`src/rtl/bitser_logic_pkg.sv`:
```
package bitser_logic_pkg;
  typedef enum logic [2:0] {
    FN_AND    = 3'b000,
    FN_OR     = 3'b001,
    FN_XOR    = 3'b010,
    FN_NAND   = 3'b011,
    FN_NOR    = 3'b100,
    FN_XNOR   = 3'b101,
    FN_NOT_A  = 3'b110,
    FN_PASS_A = 3'b111
  } func_e;

  typedef enum logic [1:0] {
    RT_INTO_A = 2'b00,
    RT_INTO_B = 2'b01,
    RT_BOTH   = 2'b10,
    RT_SWAP   = 2'b11
  } route_e;
endpackage

```
`src/rtl/bitser_seq.sv`:
```
module bitser_seq #(
  parameter int W = 8
) (
  input  logic clk_i,
  input  logic rst_ni,
  input  logic exec_i,
  output logic busy_o
);
  localparam int CW = (W > 1) ? $clog2(W) : 1;
  localparam logic [CW-1:0] LAST = CW'(W - 1);

  logic          exec_q;
  logic          busy_q;
  logic [CW-1:0] cnt_q;
  logic          start;

  assign start  = exec_i & ~exec_q & ~busy_q;
  assign busy_o = busy_q;

  always_ff @(posedge clk_i or negedge rst_ni) begin
    if (!rst_ni) begin
      exec_q <= 1'b0;
      busy_q <= 1'b0;
      cnt_q  <= '0;
    end else begin
      exec_q <= exec_i;
      if (busy_q) begin
        if (cnt_q == LAST) begin
          busy_q <= 1'b0;
          cnt_q  <= '0;
        end else begin
          cnt_q <= cnt_q + CW'(1);
        end
      end else if (start) begin
        busy_q <= 1'b1;
        cnt_q  <= '0;
      end
    end
  end


  run_starts_at_zero_chk: assert property (@(posedge clk_i) disable iff (!rst_ni)
    $rose(busy_q) |-> cnt_q == '0);


  run_ends_at_last_chk: assert property (@(posedge clk_i) disable iff (!rst_ni)
    $fell(busy_q) |-> $past(cnt_q) == LAST);


  run_not_cut_short_chk: assert property (@(posedge clk_i) disable iff (!rst_ni)
    (busy_q && cnt_q != LAST) |=> busy_q);


  idle_count_zero_chk: assert property (@(posedge clk_i) disable iff (!rst_ni)
    !busy_q |-> cnt_q == '0);
endmodule

```
`src/rtl/bitser_alu.sv`:
```
module bitser_alu
  import bitser_logic_pkg::*;
(
  input  func_e func_i,
  input  logic  a_i,
  input  logic  b_i,
  output logic  y_o
);
  always_comb begin
    unique case (func_i)
      FN_AND:    y_o = a_i & b_i;
      FN_OR:     y_o = a_i | b_i;
      FN_XOR:    y_o = a_i ^ b_i;
      FN_NAND:   y_o = ~(a_i & b_i);
      FN_NOR:    y_o = ~(a_i | b_i);
      FN_XNOR:   y_o = ~(a_i ^ b_i);
      FN_NOT_A:  y_o = ~a_i;
      default:   y_o = a_i;
    endcase
  end
endmodule

```
`src/rtl/bitser_router.sv`:
```
module bitser_router
  import bitser_logic_pkg::*;
(
  input  route_e route_i,
  input  logic   a_i,
  input  logic   b_i,
  input  logic   y_i,
  output logic   new_a_o,
  output logic   new_b_o
);
  always_comb begin
    unique case (route_i)
      RT_INTO_A: begin new_a_o = y_i; new_b_o = b_i; end
      RT_INTO_B: begin new_a_o = a_i; new_b_o = y_i; end
      RT_BOTH:   begin new_a_o = y_i; new_b_o = y_i; end
      default:   begin new_a_o = b_i; new_b_o = a_i; end
    endcase
  end
endmodule

```
`src/rtl/bitser_shreg.sv`:
```
module bitser_shreg #(
  parameter int W = 8
) (
  input  logic         clk_i,
  input  logic         rst_ni,
  input  logic         load_i,
  input  logic [W-1:0] data_i,
  input  logic         shift_i,
  input  logic         ser_i,
  output logic [W-1:0] q_o
);
  logic [W-1:0] q;

  always_ff @(posedge clk_i or negedge rst_ni) begin
    if (!rst_ni)      q <= '0;
    else if (shift_i) q <= {ser_i, q[W-1:1]};
    else if (load_i)  q <= data_i;
  end

  assign q_o = q;


  hold_when_quiet_chk: assert property (@(posedge clk_i) disable iff (!rst_ni)
    (!shift_i && !load_i) |=> $stable(q));
endmodule

```
`src/rtl/bitser_logic_top.sv`:
```
module bitser_logic_top
  import bitser_logic_pkg::*;
#(
  parameter int W = 8
) (
  input  logic         clk_i,
  input  logic         rst_ni,
  input  logic         exec_i,
  input  logic         load_a_i,
  input  logic         load_b_i,
  input  logic [W-1:0] data_i,
  input  logic [2:0]   func_i,
  input  logic [1:0]   route_i,
  output logic [W-1:0] led_o,
  output logic         busy_o
);
  logic         busy;
  logic [W-1:0] a_q, b_q;
  logic         y, new_a, new_b;

  bitser_seq #(.W(W)) u_seq (
    .clk_i  (clk_i),
    .rst_ni (rst_ni),
    .exec_i (exec_i),
    .busy_o (busy)
  );

  bitser_alu u_alu (
    .func_i (func_e'(func_i)),
    .a_i    (a_q[0]),
    .b_i    (b_q[0]),
    .y_o    (y)
  );

  bitser_router u_router (
    .route_i (route_e'(route_i)),
    .a_i     (a_q[0]),
    .b_i     (b_q[0]),
    .y_i     (y),
    .new_a_o (new_a),
    .new_b_o (new_b)
  );

  // shift has priority in the register, so loads are dropped while busy
  bitser_shreg #(.W(W)) u_reg_a (
    .clk_i   (clk_i),
    .rst_ni  (rst_ni),
    .load_i  (load_a_i),
    .data_i  (data_i),
    .shift_i (busy),
    .ser_i   (new_a),
    .q_o     (a_q)
  );

  bitser_shreg #(.W(W)) u_reg_b (
    .clk_i   (clk_i),
    .rst_ni  (rst_ni),
    .load_i  (load_b_i),
    .data_i  (data_i),
    .shift_i (busy),
    .ser_i   (new_b),
    .q_o     (b_q)
  );

  assign led_o  = a_q;
  assign busy_o = busy;


  both_routes_equal_chk: assert property (@(posedge clk_i) disable iff (!rst_ni)
    (route_i == 2'b10) |-> new_a == new_b);


  swap_crosses_chk: assert property (@(posedge clk_i) disable iff (!rst_ni)
    (route_i == 2'b11) |-> (new_a == b_q[0] && new_b == a_q[0]));


  load_blocked_busy_chk: assert property (@(posedge clk_i) disable iff (!rst_ni)
    busy |=> led_o[W-2:0] == $past(a_q[W-1:1]));
endmodule

```
`config.mk`:
```
export PLATFORM = sky130hd
export DESIGN_NAME = bitser_logic_top
export DESIGN_NICKNAME = d
export VERILOG_FILES = /design/src/rtl/bitser_logic_pkg.sv /design/src/rtl/bitser_seq.sv /design/src/rtl/bitser_alu.sv /design/src/rtl/bitser_router.sv /design/src/rtl/bitser_shreg.sv /design/src/rtl/bitser_logic_top.sv
export SDC_FILE = /design/constraint.sdc
export NUM_CORES = 1
export LEC_CHECK = 0
export CORE_ASPECT_RATIO = 0.7
export CORE_MARGIN = 1
export CORE_UTILIZATION = 55
export CTS_BUF_LIST = sky130_fd_sc_hd__clkbuf_16
export DETAILED_ROUTE_END_ITERATION = 16
export DONT_BUFFER_PORTS = 1
export GPL_ROUTABILITY_DRIVEN = 1
export GPL_TIMING_DRIVEN = 0
export PLACE_DENSITY = 0.76
export SYNTH_ARGS = -nofsm -noshare
export SYNTH_HDL_FRONTEND = slang
export SYNTH_SLANG_ARGS = --single-unit
```
`constraint.sdc`:
```
create_clock -name clk_i -period 1.85 [get_ports clk_i]
set_input_delay 0.0925 -clock clk_i [delete_from_list [all_inputs] [get_ports clk_i]]
set_output_delay 0.0925 -clock clk_i [all_outputs]
set_load 0.005 [all_outputs]
```
=== After elaboration in Yosys (flattened, before gate mapping) ===
Cells that the tools add are included.

* Register bits: 21
* Word-level logic and storage cells: 46

* Add/sub/neg operators: 1
* Equality and inequality tests: 9
* Multiplexer cells: 13
* Bitwise logic cells: 11
* Reductions and logical operators: 7

{| class="wikitable"
|+ Operators by type and width
! operator !! number
|-
| two-way mux 8 bit || 4
|-
| equality test 3 bit, second input constant || 4
|-
| two-way mux 3 bit || 3
|-
| one-hot mux 1 bit (7 select lines) || 1
|-
| equality test 3 x 2 -> 1 bit, second input constant || 2
|-
| inverter 1 bit || 6
|-
| nonzero test 2 bit || 3
|-
| one-hot mux 1 bit (2 select lines) || 2
|-
| OR reduction 2 bit || 2
|-
| adder 3 x 1 -> 3 bit, second input constant || 1
|-
| AND 1 bit || 3
|-
| equality test 3 x 1 -> 1 bit, second input constant || 1
|-
| zero test 3 bit || 1
|-
| two-way mux 1 bit || 3
|-
| equality test 2 x 1 -> 1 bit, second input constant || 1
|-
| equality test 2 bit, second input constant || 1
|-
| zero test 2 bit || 1
|-
| bitwise OR 1 bit || 1
|-
| bitwise XOR 1 bit || 1
|}

=== Depth between registers and ports, before layout ===
* Depth after elaboration: 5
* Depth in mapped cells: 7
* Mapped depth without buffers: 7

=== Modules after synthesis ===
Synthesis repeated with hierarchy kept, for this count alone.

* Cell total of the unflattened synthesis: 116
* Area total of the unflattened synthesis: 1174.9 sq um

{| class="wikitable"
|+ By module, submodules not included
! module !! instances !! cells an instance !! area each (sq um) !! sequential area each (sq um)
|-
| bitser_shreg || 2 || 34 || 372.9 || 200.2
|-
| bitser_seq || 1 || 19 || 221.5 || 125.1
|-
| bitser_alu || 1 || 16 || 108.9 || 0.0
|-
| bitser_router || 1 || 13 || 98.8 || 0.0
|}

=== Worst setup path after synthesis ===
Ideal clock, no wire load.

* Path type: register -> register
* From: register u_reg_b.q[0] (netlist: u_reg_b.q_o[0])
* To: register u_reg_b.q[7] (netlist: u_reg_b.q_o[7])
* Arrival time: 1.443 ns
* Data required time: 1.730 ns
* Setup slack: 0.286 ns
* Stages on the path, launching flop included: 6
* Buffers on the path: 0
* Cells stage by stage: dfrtp_1 -> inv_1 -> ha_1 -> a2111oi_0 -> a211oi_1 -> a41o_1

* Longest elaborated chain between the ends: 5
* Elaborated cells on any way between the ends: 9
* Those cells by class: mux (3); bitwise (6)

{| class="wikitable"
|+ RTL lines
! element !! line !! text
|-
| start, declared || bitser_shreg.sv:12 || <nowiki>logic [W-1:0] q;</nowiki>
|-
| start signal, assigned || bitser_shreg.sv:16 || <nowiki>else if (shift_i) q <= {ser_i, q[W-1:1]};</nowiki>
|-
| start signal, assigned || bitser_shreg.sv:17 || <nowiki>else if (load_i) q <= data_i;</nowiki>
|-
| bitwise XOR 1 bit (tied with other cells) || bitser_alu.sv:13, bitser_alu.sv:16 ||
|-
| inverter 1 bit (on tied branches) || bitser_alu.sv:16, bitser_alu.sv:14, bitser_alu.sv:15 ||
|-
| one-hot mux 1 bit (7 select lines) || bitser_alu.sv:10 || <nowiki>unique case (func_i)</nowiki>
|-
| one-hot mux 1 bit (2 select lines) (*) || bitser_router.sv:12 || <nowiki>unique case (route_i)</nowiki>
|-
| two-way mux 8 bit (*) || bitser_shreg.sv:16 ||
|}

Every way passes the cells marked *; elsewhere a longest branch is shown, timed or not.
A chain may end at the register's enable or synchronous reset.

=== Worst setup path in the final report ===
* From: register u_reg_a.q[0] (netlist: u_reg_a.q_o[0])
* To: register u_reg_a.q[7] (netlist: u_reg_a.q_o[7])

* Longest elaborated chain between the ends: 5
* Elaborated cells on any way between the ends: 10
* Those cells by class: mux (3); bitwise (7)

{| class="wikitable"
|+ RTL lines
! element !! line
|-
| start, declared || bitser_shreg.sv:12
|-
| start signal, assigned || bitser_shreg.sv:16
|-
| start signal, assigned || bitser_shreg.sv:17
|-
| bitwise XOR 1 bit (tied with other cells) || bitser_alu.sv:13, bitser_alu.sv:16
|-
| inverter 1 bit (on tied branches) || bitser_alu.sv:16, bitser_alu.sv:14, bitser_alu.sv:15
|-
| one-hot mux 1 bit (7 select lines) || bitser_alu.sv:10
|-
| one-hot mux 1 bit (2 select lines) (*) || bitser_router.sv:12
|-
| two-way mux 8 bit (*) || bitser_shreg.sv:16
|}

Marked as above.

==> impl_metrics.csv <==
group,metric,value,unit
worst_setup_path,start_kind,"register",
worst_setup_path,cp.arrival,1900,ps
cts,worstSkewPairLatency,250,ps
floorplan,core.rowCount,13,
power,leakage,0.625,nW
global_routing,grt_pass1_vias,814,
global_routing,globalRouteOverflowTotal,0,
cts,cts-root-buf,"clkbuf_16",
worst_setup_path,required,1990,ps
route,drt_first_pass_iters,4,
floorplan,die_area,0.00227,mm²
synthesis,synth_cell_type_count,19,
final_layout,register_area,526,µm²
timing,relSlewSlack,37.8,%
final_layout,fillCellCount,153,
global_routing,grt_max_degree,22,
timing,skew,1.04,ps
floorplan,io_pins,27,
synthesis,yosys_warnings,0,
synthesis,synth-seq-cells,21,
cts,cts_max_path_buffers,2,
placed_design,port_buffers,0,
cts,clkSlewWorstSetupHoldPaths,60,ps
route,vias,869,
cts,cts_setup_buffers,0,
global_routing,grt_pass1_wl,3.71,mm
worst_setup_path,r2r_start,"u_reg_a.q_o[0]$_DFFE_PN0P_",
min_path,hold_path.class,"in2reg",
timing,clock.fmax,568,MHz
worst_setup_path,cp-startpoint,"u_reg_a.q_o[0]$_DFFE_PN0P_",
worst_setup_path,cp_max_fo,6,
final_layout,diodes,0,
worst_setup_path,crit_type,"reg2reg",
outcome,outcome,"finished clean",
timing,slew_violations,0,
synthesis,netlist_area,0.00114,mm²
placed_design,dp_slack,91.3,ps
timing,setup_viol,0,
final_layout,multi_input_area,569,µm²
global_routing,track_usage,23.1,%
route,first_iter_violations,36,
timing,timing.final.ws_setup,88.3,ps
timing,rsz0062_at_grt,"no",
route,drt-total-wl,2.35,mm
route,vias_per_cell,5.95,
timing,finalSetupTns,0,ps
job,cap_violations,0,
synthesis,syn_area_per_cell,9.68,µm²
timing,fin_crit_sh,95.2,%
cts,h-tree-depth,1,
cts,cts_tree,"built",
synthesis,ys_seq_area_share,46.0,%
final_layout,syn2layout_area_growth,11.2,%
cts,cts_made_buffers,3,
timing,max_slew.worst_pin.slew,930,ps
final_layout,num-nets-final,151,
worst_setup_path,ff2ff_path_depth,5,
power,ir_drop,1.26,mV
worst_setup_path,endpoint_kind,"register",
synthesis,synthesis.nets,144,
worst_setup_path,worst_r2r_endpoint,"u_reg_a.q_o[7]$_DFFE_PN0P_",
power,powerDensity,1530,mW/mm²
final_layout,layoutNonFillerInstCount,146,
floorplan,dieWidth,56.5,µm
route,ant_nets,0,
worst_setup_path,rrSetupSlack,90,ps
timing,hold_viol_final,0,
placed_design,hpwl,1.73,mm
floorplan,core_area,0.00190,mm²
worst_setup_path,cp-endpoint,"u_reg_a.q_o[7]$_DFFE_PN0P_",
cts,clkSinkCount,21,
synthesis,synthCells,118,
floorplan,dieHeight,40.1,µm
route,drcViolationCount,0,
placed_design,post-place-cells,140,
final_layout,drive_gt1_share,6.45,%
global_routing,antenna_found_initial,0,
route,wl_per_cell,16.1,µm
timing,period_needed,1760,ps
placed_design,gp_congestion,0.742,
floorplan,initial_core_util,60.0,%
[power by group]
part,leakage (nW),internal (mW),switching (mW)
sequential,0.259,0.671,0.182
clock,0.0423,0.288,0.166
combinational,0.323,0.267,0.365
total,0.625,1.23,0.714
[per-layer routing]
layer / up-vias / part of all wire (%) / GRT usage [%]
met2: 29 / 46 / 40.9
met1: 419 / 47 / 28.4
li1: 419 / - / -
met3: 2 / 6.5 / 7.42
met5: - / 0 / 0
met4: 0 / 0.81 / 6.10
[metrics by stage]
step	instance area [µm²]	total power [mW]	util (%)	hold slack, ps
floorplan	1140	1.29	-	-203
global route	1270	2.08	66.7	61.4
detailed placement	1170	1.47	61.5	-203
CTS	1270	1.94	66.7	50.5
global placement	1170	1.42	61.5	-203
finish	1270	1.94	66.7	47.7
[cell families (layout without fill, tap and decap cells)]
logic type      count (synthesis)  after routing  share of synthesized area, %
flops                          21             21                          46.0
fa+ha+maj                       8              8                          8.76
buf+inv                        11             17                          4.27
compound gates                 29             29                          14.2
mux                            17             17                          14.9
simple gates                   32             32                          11.8
[cell usage in the layout, fill, tap and decap left out, drive strengths merged]
cell / count
o22ai: 2
nor2: 2
a41o: 1
o21ai: 20
a211oi: 1
inv: 5
nor3b: 2
dlygate4sd3: 2
a2111oi: 1
ha: 8
dfrtp: 21
nand2b: 2
nor2b: 1
clkbuf: 6
a21oi: 3
mux2i: 17
buf: 4
a31o: 1
nand2: 25
[synthesized netlist by cell type]
cell type,number,area [µm²]
nand2_1,25,93.8
buf_4,1,7.51
a31o_2,1,8.76
dfrtp_1,21,526
a41o_1,1,10.0
nor2_1,2,7.51
o21ai_0,20,100
inv_1,4,15.0
buf_2,3,15.0
ha_1,8,100
mux2i_1,17,170
a211oi_1,1,7.51
nor2b_1,1,6.26
clkbuf_1,3,11.3
o22ai_1,2,12.5
nand2b_1,2,12.5
a21oi_1,3,15.0
a2111oi_0,1,8.76
nor3b_1,2,15.0
[worst min-delay path by stage]
| stage | from | end | slack, ps | depth (start not counted) |
|---|---|---|---|---|
| after global routing | data_i[3] | u_reg_a.q_o[3]$_DFFE_PN0P_ | 60 | 2 |
| after CTS | data_i[4] | u_reg_a.q_o[4]$_DFFE_PN0P_ | 50 | 2 |
| after global placement | rst_ni | u_reg_a.q_o[5]$_DFFE_PN0P_ | -200 | 0 |
| final | data_i[3] | u_reg_b.q_o[3]$_DFFE_PN0P_ | 50 | 2 |
| after floorplan | rst_ni | u_reg_a.q_o[0]$_DFFE_PN0P_ | -200 | 0 |
| after detailed placement | rst_ni | u_reg_a.q_o[4]$_DFFE_PN0P_ | -200 | 0 |
[registers in the layout, indices dropped and copies added, names as in the netlist]
signal        count
u_seq.cnt_q       3
u_seq.exec_q      1
u_seq.busy_o      1
u_reg_b.q_o       8
u_reg_a.q_o       8
[critical path, stage by stage, from the launching register on]
cell and delay, ps:
dfrtp_1 450, inv_1 100, ha_1 310, a2111oi_1 410, a211oi_1 120, a31o_2 260
[repair_timing]
item                                    4_1_cts  5_1_grt
gates resized for setup                       0        1
hold buffers                                  2        0
endpoints found under the setup margin        0        2
endpoints found under the hold margin        22        0
[final cells by class]
type / count / share of cell area (%)
Multi-Input combinational cell: 86 / 44.8
Sequential cell: 21 / 41.4
Tap cell: 22 / 2.17
Clock inverter: 1 / 0.296
Inverter: 4 / 1.18
Clock buffer: 3 / 5.91
Timing Repair Buffer: 2 / 1.58
Buffer: 7 / 2.66
(Power assumes the default switching activity.)
